--- src/rtl/radio_seq_pkg.sv ---
package radio_seq_pkg;
  typedef enum logic [1:0] {OP_STROBE, OP_WRITE, OP_WAIT, OP_END} op_kind_e;
  typedef enum logic [1:0] {SEQ_INIT, SEQ_CHAN, SEQ_FLUSH} seq_e;
  typedef struct packed {
    op_kind_e    kind;
    logic [5:0]  addr;
    logic [15:0] data;
  } op_t;

  localparam logic [5:0] STB_NOP      = 6'h00;
  localparam logic [5:0] STB_OSC_ON   = 6'h01;
  localparam logic [5:0] STB_RX_ON    = 6'h03;
  localparam logic [5:0] STB_TX_ON    = 6'h04;
  localparam logic [5:0] STB_RF_OFF   = 6'h06;
  localparam logic [5:0] STB_FLUSH_RX = 6'h08;
  localparam logic [5:0] REG_MODEM    = 6'h11;
  localparam logic [5:0] REG_FREQ     = 6'h18;
  localparam logic [5:0] REG_IOCFG    = 6'h1C;
  localparam int unsigned STEP_W      = 3;
endpackage

--- src/rtl/radio_seq_script.sv ---
module radio_seq_script
  import radio_seq_pkg::*;
#(
  parameter int unsigned CHAN_W        = 4,
  parameter int unsigned FREQ_BASE     = 357,
  parameter logic [15:0] MODEM_DEFAULT = 16'h0AE2,
  parameter logic [15:0] FREQ_DEFAULT  = 16'h4000,
  parameter logic [15:0] IOCFG_DEFAULT = 16'h0000,
  parameter int unsigned RX_THRESH     = 64
) (
  input  seq_e              seq_i,
  input  logic [STEP_W-1:0] step_i,
  input  logic [CHAN_W-1:0] chan_i,
  output op_t               op_o
);
  logic [9:0]  freq_field;
  logic [15:0] modem_word, freq_word, iocfg_word;

  assign freq_field = 10'(FREQ_BASE) + 10'(chan_i) * 10'd5;
  assign modem_word = MODEM_DEFAULT & ~16'h0800;
  assign freq_word  = {FREQ_DEFAULT[15:10], freq_field};
  assign iocfg_word = {IOCFG_DEFAULT[15:7], 7'(RX_THRESH)};

  always_comb begin
    op_o = '{kind: OP_END, addr: STB_NOP, data: 16'h0000};
    unique case (seq_i)
      SEQ_INIT: begin
        case (step_i)
          3'd0: op_o = '{OP_STROBE, STB_OSC_ON, 16'h0000};
          3'd1: op_o = '{OP_WAIT, STB_NOP, 16'h0000};
          3'd2: op_o = '{OP_WRITE, REG_MODEM, modem_word};
          3'd3: op_o = '{OP_WRITE, REG_FREQ, freq_word};
          3'd4: op_o = '{OP_WRITE, REG_IOCFG, iocfg_word};
          3'd5: op_o = '{OP_STROBE, STB_RX_ON, 16'h0000};
          default: ;
        endcase
      end
      SEQ_CHAN: begin
        case (step_i)
          3'd0: op_o = '{OP_STROBE, STB_RF_OFF, 16'h0000};
          3'd1: op_o = '{OP_WRITE, REG_FREQ, freq_word};
          3'd2: op_o = '{OP_STROBE, STB_RX_ON, 16'h0000};
          default: ;
        endcase
      end
      SEQ_FLUSH: begin
        if (step_i == 3'd0) op_o = '{OP_STROBE, STB_FLUSH_RX, 16'h0000};
      end
      default: ;
    endcase
  end
endmodule

--- src/rtl/radio_seq_pending.sv ---
module radio_seq_pending #(
  parameter int unsigned CHAN_W = 4
) (
  input  logic              clk_i,
  input  logic              rst_ni,
  input  logic              chg_req_i,
  input  logic [CHAN_W-1:0] chan_i,
  input  logic              flush_req_i,
  input  logic              take_chg_i,
  input  logic              take_flush_i,
  output logic              chg_pend_o,
  output logic [CHAN_W-1:0] chan_pend_o,
  output logic              flush_pend_o
);
  always_ff @(posedge clk_i or negedge rst_ni) begin
    if (!rst_ni) begin
      chg_pend_o   <= 1'b0;
      chan_pend_o  <= '0;
      flush_pend_o <= 1'b0;
    end else begin
      // a fresh request in the take cycle stays pending
      if (chg_req_i) begin
        chg_pend_o  <= 1'b1;
        chan_pend_o <= chan_i;
      end else if (take_chg_i) begin
        chg_pend_o <= 1'b0;
      end
      if (flush_req_i)       flush_pend_o <= 1'b1;
      else if (take_flush_i) flush_pend_o <= 1'b0;
    end
  end
endmodule

--- src/rtl/radio_seq_timer.sv ---
module radio_seq_timer #(
  parameter int unsigned CYCLES = 16
) (
  input  logic clk_i,
  input  logic rst_ni,
  input  logic load_i,
  output logic expired_o
);
  localparam int unsigned CW = (CYCLES < 1) ? 1 : $clog2(CYCLES + 1);
  logic [CW-1:0] cnt_q;

  always_ff @(posedge clk_i or negedge rst_ni) begin
    if (!rst_ni)           cnt_q <= '0;
    else if (load_i)       cnt_q <= CW'(CYCLES);
    else if (cnt_q != '0)  cnt_q <= cnt_q - 1'b1;
  end

  assign expired_o = (cnt_q == '0) && !load_i;
endmodule

--- src/rtl/radio_seq.sv ---
module radio_seq
  import radio_seq_pkg::*;
#(
  parameter int unsigned CHAN_W        = 4,
  parameter int unsigned FREQ_BASE     = 357,
  parameter logic [15:0] MODEM_DEFAULT = 16'h0AE2,
  parameter logic [15:0] FREQ_DEFAULT  = 16'h4000,
  parameter logic [15:0] IOCFG_DEFAULT = 16'h0000,
  parameter int unsigned RX_THRESH     = 64,
  parameter int unsigned OSC_WAIT      = 16
) (
  input  logic              clk_i,
  input  logic              rst_ni,
  input  logic              start_i,
  input  logic [CHAN_W-1:0] chan_i,
  input  logic              chg_req_i,
  input  logic              flush_req_i,
  input  logic              fr_busy_i,
  output logic              fr_req_o,
  output logic              fr_write_o,
  output logic [5:0]        fr_addr_o,
  output logic [15:0]       fr_data_o,
  output logic              configured_o,
  output logic              done_o
);
  typedef enum logic [2:0] {ST_IDLE, ST_RUN, ST_ACK, ST_FREE, ST_DLY} state_e;

  state_e            state_q;
  seq_e              seq_q;
  logic [STEP_W-1:0] step_q;
  logic [CHAN_W-1:0] chan_q, chan_pend;
  logic              cfg_q, done_q;
  logic              chg_pend, flush_pend, take_chg, take_flush;
  logic              tmr_load, tmr_expired, is_cmd;
  op_t               op;

  radio_seq_script #(
    .CHAN_W(CHAN_W), .FREQ_BASE(FREQ_BASE), .MODEM_DEFAULT(MODEM_DEFAULT),
    .FREQ_DEFAULT(FREQ_DEFAULT), .IOCFG_DEFAULT(IOCFG_DEFAULT), .RX_THRESH(RX_THRESH)
  ) u_script (
    .seq_i(seq_q), .step_i(step_q), .chan_i(chan_q), .op_o(op)
  );

  radio_seq_pending #(.CHAN_W(CHAN_W)) u_pending (
    .clk_i, .rst_ni, .chg_req_i, .chan_i, .flush_req_i,
    .take_chg_i(take_chg), .take_flush_i(take_flush),
    .chg_pend_o(chg_pend), .chan_pend_o(chan_pend), .flush_pend_o(flush_pend)
  );

  radio_seq_timer #(.CYCLES(OSC_WAIT)) u_timer (
    .clk_i, .rst_ni, .load_i(tmr_load), .expired_o(tmr_expired)
  );

  // start outranks pending work; change outranks flush
  assign take_chg   = (state_q == ST_IDLE) && !start_i && cfg_q && chg_pend;
  assign take_flush = (state_q == ST_IDLE) && !start_i && cfg_q && !chg_pend && flush_pend;
  assign is_cmd     = (op.kind == OP_STROBE) || (op.kind == OP_WRITE);
  assign tmr_load   = (state_q == ST_RUN) && (op.kind == OP_WAIT);

  always_ff @(posedge clk_i or negedge rst_ni) begin
    if (!rst_ni) begin
      state_q <= ST_IDLE;
      seq_q   <= SEQ_INIT;
      step_q  <= '0;
      chan_q  <= '0;
      cfg_q   <= 1'b0;
      done_q  <= 1'b0;
    end else begin
      done_q <= 1'b0;
      unique case (state_q)
        ST_IDLE: begin
          step_q <= '0;
          if (start_i) begin
            seq_q   <= SEQ_INIT;
            chan_q  <= chan_i;
            cfg_q   <= 1'b0;
            state_q <= ST_RUN;
          end else if (take_chg) begin
            seq_q   <= SEQ_CHAN;
            chan_q  <= chan_pend;
            state_q <= ST_RUN;
          end else if (take_flush) begin
            seq_q   <= SEQ_FLUSH;
            state_q <= ST_RUN;
          end
        end
        ST_RUN: begin
          if (is_cmd) begin
            if (!fr_busy_i) state_q <= ST_ACK;
          end else if (op.kind == OP_WAIT) begin
            state_q <= ST_DLY;
          end else begin
            done_q  <= 1'b1;
            if (seq_q == SEQ_INIT) cfg_q <= 1'b1;
            state_q <= ST_IDLE;
          end
        end
        ST_ACK:  if (fr_busy_i) state_q <= ST_FREE;
        ST_FREE: begin
          if (!fr_busy_i) begin
            step_q  <= step_q + 1'b1;
            state_q <= ST_RUN;
          end
        end
        ST_DLY: begin
          if (tmr_expired) begin
            step_q  <= step_q + 1'b1;
            state_q <= ST_RUN;
          end
        end
        default: state_q <= ST_IDLE;
      endcase
    end
  end

  assign fr_req_o     = (state_q == ST_RUN) && is_cmd && !fr_busy_i;
  assign fr_write_o   = (op.kind == OP_WRITE);
  assign fr_addr_o    = op.addr;
  assign fr_data_o    = op.data;
  assign configured_o = cfg_q;
  assign done_o       = done_q;
endmodule

--- config.mk ---
export PLATFORM = sky130hd
export DESIGN_NAME = radio_seq
export DESIGN_NICKNAME = d
export VERILOG_FILES = /design/src/rtl/radio_seq_pkg.sv /design/src/rtl/radio_seq_script.sv /design/src/rtl/radio_seq_pending.sv /design/src/rtl/radio_seq_timer.sv /design/src/rtl/radio_seq.sv
export SDC_FILE = /design/constraint.sdc
export NUM_CORES = 1
export LEC_CHECK = 0
export BUFFER_PORTS_ARGS = -buffer_cell sky130_fd_sc_hd__buf_2
export CAP_MARGIN = 40
export CORE_MARGIN = 2
export CORE_UTILIZATION = 45
export DETAILED_ROUTE_END_ITERATION = 12
export HOLD_SLACK_MARGIN = 0.1
export PLACE_DENSITY_LB_ADDON = 0.05
export SYNTH_ARGS = -nofsm -noshare
export SYNTH_HDL_FRONTEND = slang
export SYNTH_SLANG_ARGS = --single-unit
--- constraint.sdc ---
create_clock -name clk_i -period 5.33 [get_ports clk_i]
set_input_delay 0.533 -clock clk_i [delete_from_list [all_inputs] [get_ports clk_i]]
set_output_delay 0.533 -clock clk_i [all_outputs]
set_load 0.02 [all_outputs]
-- After elaboration in Yosys (flattened, before gate mapping)
Cells that the tools add are included.
- flip-flop bits (word level): 25
- input port bits: 10
- logic and storage cells: 104
- add/sub/neg operators: 3
- multipliers: 1
- eq/ne operators: 22
- mux-type cells: 36
- reduce and logical (&&, ||, !) cells: 32
- operators by type and width (kind ; count):
    one-hot mux 24 bit (3 select lines) ; 2
    one-hot mux 24 bit (6 select lines) ; 1
    2-to-1 mux 3 bit ; 11
    2-to-1 mux 24 bit ; 1
    one-hot mux 3 bit (5 select lines) ; 1
    equality test 3 x 2 -> 1 bit, second input constant ; 4
    inequality test 2 bit, second input constant ; 6
    2-to-1 mux 1 bit ; 11
    adder 9 x 7 -> 10 bit, first input constant ; 1
    2-to-1 mux 5 bit ; 2
    AND reduction 5 bit ; 2
    nonzero test 2 bit ; 5
    equality test 3 bit, second input constant ; 3
    logical AND 1 bit ; 9
    one-hot mux 3 bit (3 select lines) ; 1
    2-to-1 mux 4 bit ; 2
    multiplier 4 x 3 -> 7 bit, second input constant ; 1
    equality test 3 x 1 -> 1 bit, second input constant ; 2
    logical NOT 3 bit ; 2
    2-to-1 mux 2 bit ; 3
    nonzero test 3 bit ; 2
    logical NOT 5 bit ; 1
    nonzero test 5 bit ; 1
    subtractor 5 x 1 -> 5 bit, second input constant ; 1
    12 further kinds ; 19

-- Logic depth before layout (Yosys ltp)
- depth in word-level cells: 10
- mapped depth: 10
- gate-level depth less buffers: 8

-- Hierarchy
A second synthesis with hierarchy kept.
- cell total of the unflattened synthesis: 214
- area, all modules: 1925.6 sq um
- by module, submodules not included (module ; instances ; cells each ; area an instance (sq um)):
    radio_seq ; 1 ; 85 ; 838.3
    radio_seq_script ; 1 ; 89 ; 613.1
    radio_seq_timer ; 1 ; 26 ; 255.2
    radio_seq_pending ; 1 ; 14 ; 219.0

-- Worst setup path after synthesis
Ideal clock, no wire load.
- path type: register to output
- start point: reg chan_q[1]
- end point: out fr_data_o[7]
- arrival time: 2321 ps
- slack: 2476 ps
- cell stages (with the launch flop): 9
- buffers on the path: 0
- cell sequence: dfrtp_1 > ha_1 > ha_1 > ha_1 > a21o_1 > a21o_1 > a21oi_1 > xnor2_1 > o21ai_0
- cells in the longest elaborated chain, start to end: 4
- ends and longest elaborated chain (element ; line ; text):
    from (decl) ; radio_seq.sv:31 ; logic [CHAN_W-1:0] chan_q, chan_pend;
    from (signal assigned) ; radio_seq.sv:75 ; chan_q <= chan_i;
    from (signal assigned) ; radio_seq.sv:80 ; chan_q <= chan_pend;
    multiplier 4 x 3 -> 7 bit * ; radio_seq_script.sv:19 ; assign freq_field = 10'(FREQ_BASE) + 10'(chan_i) * 10'd5;
    adder 9 x 7 -> 10 bit * ; radio_seq_script.sv:19 ;
    one-hot mux 24 bit (6 select lines) / one-hot mux 24 bit (3 select lines) (equally long branches) ; radio_seq_script.sv:28, radio_seq_script.sv:39 ;
    one-hot mux 24 bit (3 select lines) * ; radio_seq_script.sv:26 ; unique case (seq_i)
    to (decl) ; radio_seq.sv:22 ; output logic [15:0] fr_data_o,
Mark *: on every way between the ends. The rest lies on a longest branch, timed or not.

-- Worst setup path after layout
- start point: reg chan_q[3]
- end point: out fr_data_o[7]
The elaborated chain is that of the path after synthesis.

==> results.json <==
{
  "cts_setup_buffers": 0,
  "yosys_warnings": 0,
  "fp-row-count": 23,
  "area_delta_synth_final_pct": 8.907,
  "cts_made_buffers": 3,
  "vias": 1516,
  "fin_cells": 290,
  "grt_max_degree": 26,
  "seq_area_frac_synth_pct": 32.74,
  "worst-path-buf-inv": 1,
  "synth.cell_area_sq_um": 1911,
  "status": "finished clean",
  "overflow": 0,
  "cp_slowest_cell": "dfrtp_1",
  "grt_pass1_vias": 1376,
  "ys_async_sr_fraction_pct": 100.0,
  "core_area_sq_um": 4058,
  "nFillCells": 391,
  "fin_setup_tns_ns": 0,
  "endpoint_kind": "primary output",
  "p_leak_nw": 0.9932,
  "setup.worst_path.class": "reg -> out",
  "cap_violations": 0,
  "drt_first_pass_iters": 4,
  "layout_commonest_cell": "buf_2",
  "via_per_inst": 5.228,
  "dieWidth_um": 69.16,
  "fin_nets": 268,
  "syn_area_per_cell_sq_um": 8.684,
  "final_util_pct": 51.28,
  "drv_slew": 0,
  "dp_hpwl_mm": 2.703,
  "fp.dieH_um": 69.16,
  "io_buffers": 29,
  "drive_above_1_share_pct": 18.33,
  "htree_levels": 1,
  "vdd_drop_max_uv": 229.2,
  "p_per_area_nw_per_um2": 582.4,
  "clk_latency_ns": 0.27,
  "drc": 0,
  "synth_top_cell_by_area": "dfrtp_1",
  "rsz0062_at_grt": "false",
  "post-route-period-util_pct": 58.11,
  "final_cell_mix": "buf_2, dfrtp_1, nor2_1",
  "wl_per_cell_um": 12.34,
  "min_period_ns": 3.097,
  "synth_edf_count": 0,
  "clkSinkCount": 25,
  "drt_iter0_drc": 50,
  "crit_family": "adder cells",
  "hold_class": "in -> async",
  "ys.flop_type": "dfrtp_1",
  "setup_violations": 0,
  "cp-start-kind": "flop",
  "synth.area.top_cells": "dfrtp_1, ha_1, a21oi_1, o21ai_0, nor2_1",
  "worstPathArrival_ns": 2.56,
  "max_slew_margin_pct": 62.27,
  "hold_viol": 0,
  "gp_congestion": 0.7588,
  "path_cells": "ha_1 -> ha_1 -> ha_1 -> a21o_1 -> a21o_1 -> a21oi_1 -> xnor2_1 -> o21ai_0 -> buf_2",
  "syn_inst": 220,
  "placedCellCount": 286,
  "final_area_sq_um": 2081,
  "crit_fanout": 4,
  "cts.clk_slew.worst_paths_ns": 0.09,
  "hold_buffers": 0,
  "worstPathRequired_ns": 4.80,
  "grt_pass1_wl_mm": 6.265,
  "wl_mm": 3.580,
  "fmax_mhz": 322.9,
  "drtAntennaViolNets": 0,
  "die-area_sq_um": 4783,
  "n_antenna_cell": 0,
  "cts_tree": "done",
  "r2r_cells": 6,
  "place_area_sq_um": 2031,
  "antenna_found_initial": 0,
  "ys_ff_latch": 25,
  "grt_use_total_pct": 15.38,
  "clockBufferDepth": 2,
  "synth_top_area_share_pct": 32.74,
  "cpMostUsedCell": "ha_1",
  "start_util_pct": 47.09,
  "cp.depth": 9,
  "clock-root-buffer": "clkbuf_8",
  "io_pins": 36,
  "critPathMaxStageDelay_ns": 0.44,
  "cts_resized": 0,
  "tightest_slew_ns": 0.5660,
  "clock_skew_ns": 0.001392,
  "synth_cell_types": 46
}
-- worst paths after layout --
kind | from | endpoint | slack [ns]
worst min-delay path | rst_ni | u_pending.chan_pend_o[0] | 0.24
worst max register to register | step_q[1] | state_q[1] | 3.34
worst min register to register | u_pending.chan_pend_o[3] | u_pending.chan_pend_o[3] | 0.51
max in group asynchronous | rst_ni | step_q[0] | 4.73
min in group clk_i | flush_req_i | u_pending.flush_pend_o | 0.44
worst max-delay path | chan_q[3] | fr_data_o[7] | 2.23
-- power by group --
part	internal, mW	total, mW	switching (mW)	leakage [nW]
clock	0.0548	0.120	0.0648	0.0261
sequential	0.255	0.373	0.118	0.300
combinational	0.337	0.719	0.382	0.667
total	0.647	1.21	0.565	0.993
-- cells in the mapped netlist (3+ instances only) --
cell type and number:
mux2i_1 4, nor2_1 22, a21o_1 5, xnor2_1 9, buf_4 7, clkbuf_1 6
dfrtp_1 25, o21ai_0 17, mux2_2 4, nand2_1 9, buf_2 4, nor2b_1 3
a21oi_1 19, inv_1 15, nor3_1 8, nand2b_1 6, ha_1 17
-- metal layers --
layer / share of wire (%) / global-route usage, % / vias to the layer above
li1: - / - / 791
met1: 53 / 22.18 / 695
met2: 43 / 24.25 / 25
met3: 2.8 / 1.754 / 5
met4: 1.1 / 4.575 / 0
met5: 0 / 0 / -
-- cells by family after synthesis --
logic type / count (synthesis) / share of synthesized area [%]
flops: 25 / 32.74
mux: 8 / 4.453
other cells: 1 / 0.1963
compound gates: 62 / 20.37
buf+inv: 34 / 8.709
xor+xnor: 11 / 5.043
fa+ha+maj: 17 / 11.13
simple gates: 62 / 17.35
-- worst reg2reg max path: stages (launching register included) --
cell and delay (ns):
dfrtp_1 0.51, inv_1 0.17, ha_1 0.28, nor3_1 0.08, o32a_1 0.34, or2_1 0.29, o31ai_1 0.24
-- through the flow --
stage / setup WS [ns] / power, mW / hold WS, ns
finish: 2.233 / 1.212 / 0.2360
global route: 2.052 / 1.337 / 0.2788
CTS: 2.226 / 1.223 / 0.2602
detailed placement: 2.550 / 1.098 / 0.4954
global placement: 2.564 / 1.096 / 0.4883
floorplan: 2.476 / 0.9581 / 0.2374
-- final cells by class --
type	instances	area, sq um	area share [%]
clock inverters	1	8.758	0.4209
clock buffers	3	41.29	1.984
inverters	16	60.06	2.886
well taps	50	62.56	3.007
flip-flops and latches	25	625.6	30.07
repair buffers	29	145.1	6.975
multi-input cells	166	1137	54.66
-- registers in the layout, indices dropped and copies added (netlist names) --
name,cells
chan_q,4
configured_o,1
done_o,1
seq_q,2
state_q,3
step_q,3
u_pending.chan_pend_o,4
u_pending.chg_pend_o,1
u_pending.flush_pend_o,1
u_timer.cnt_q,5
(Power assumes the default switching activity.)
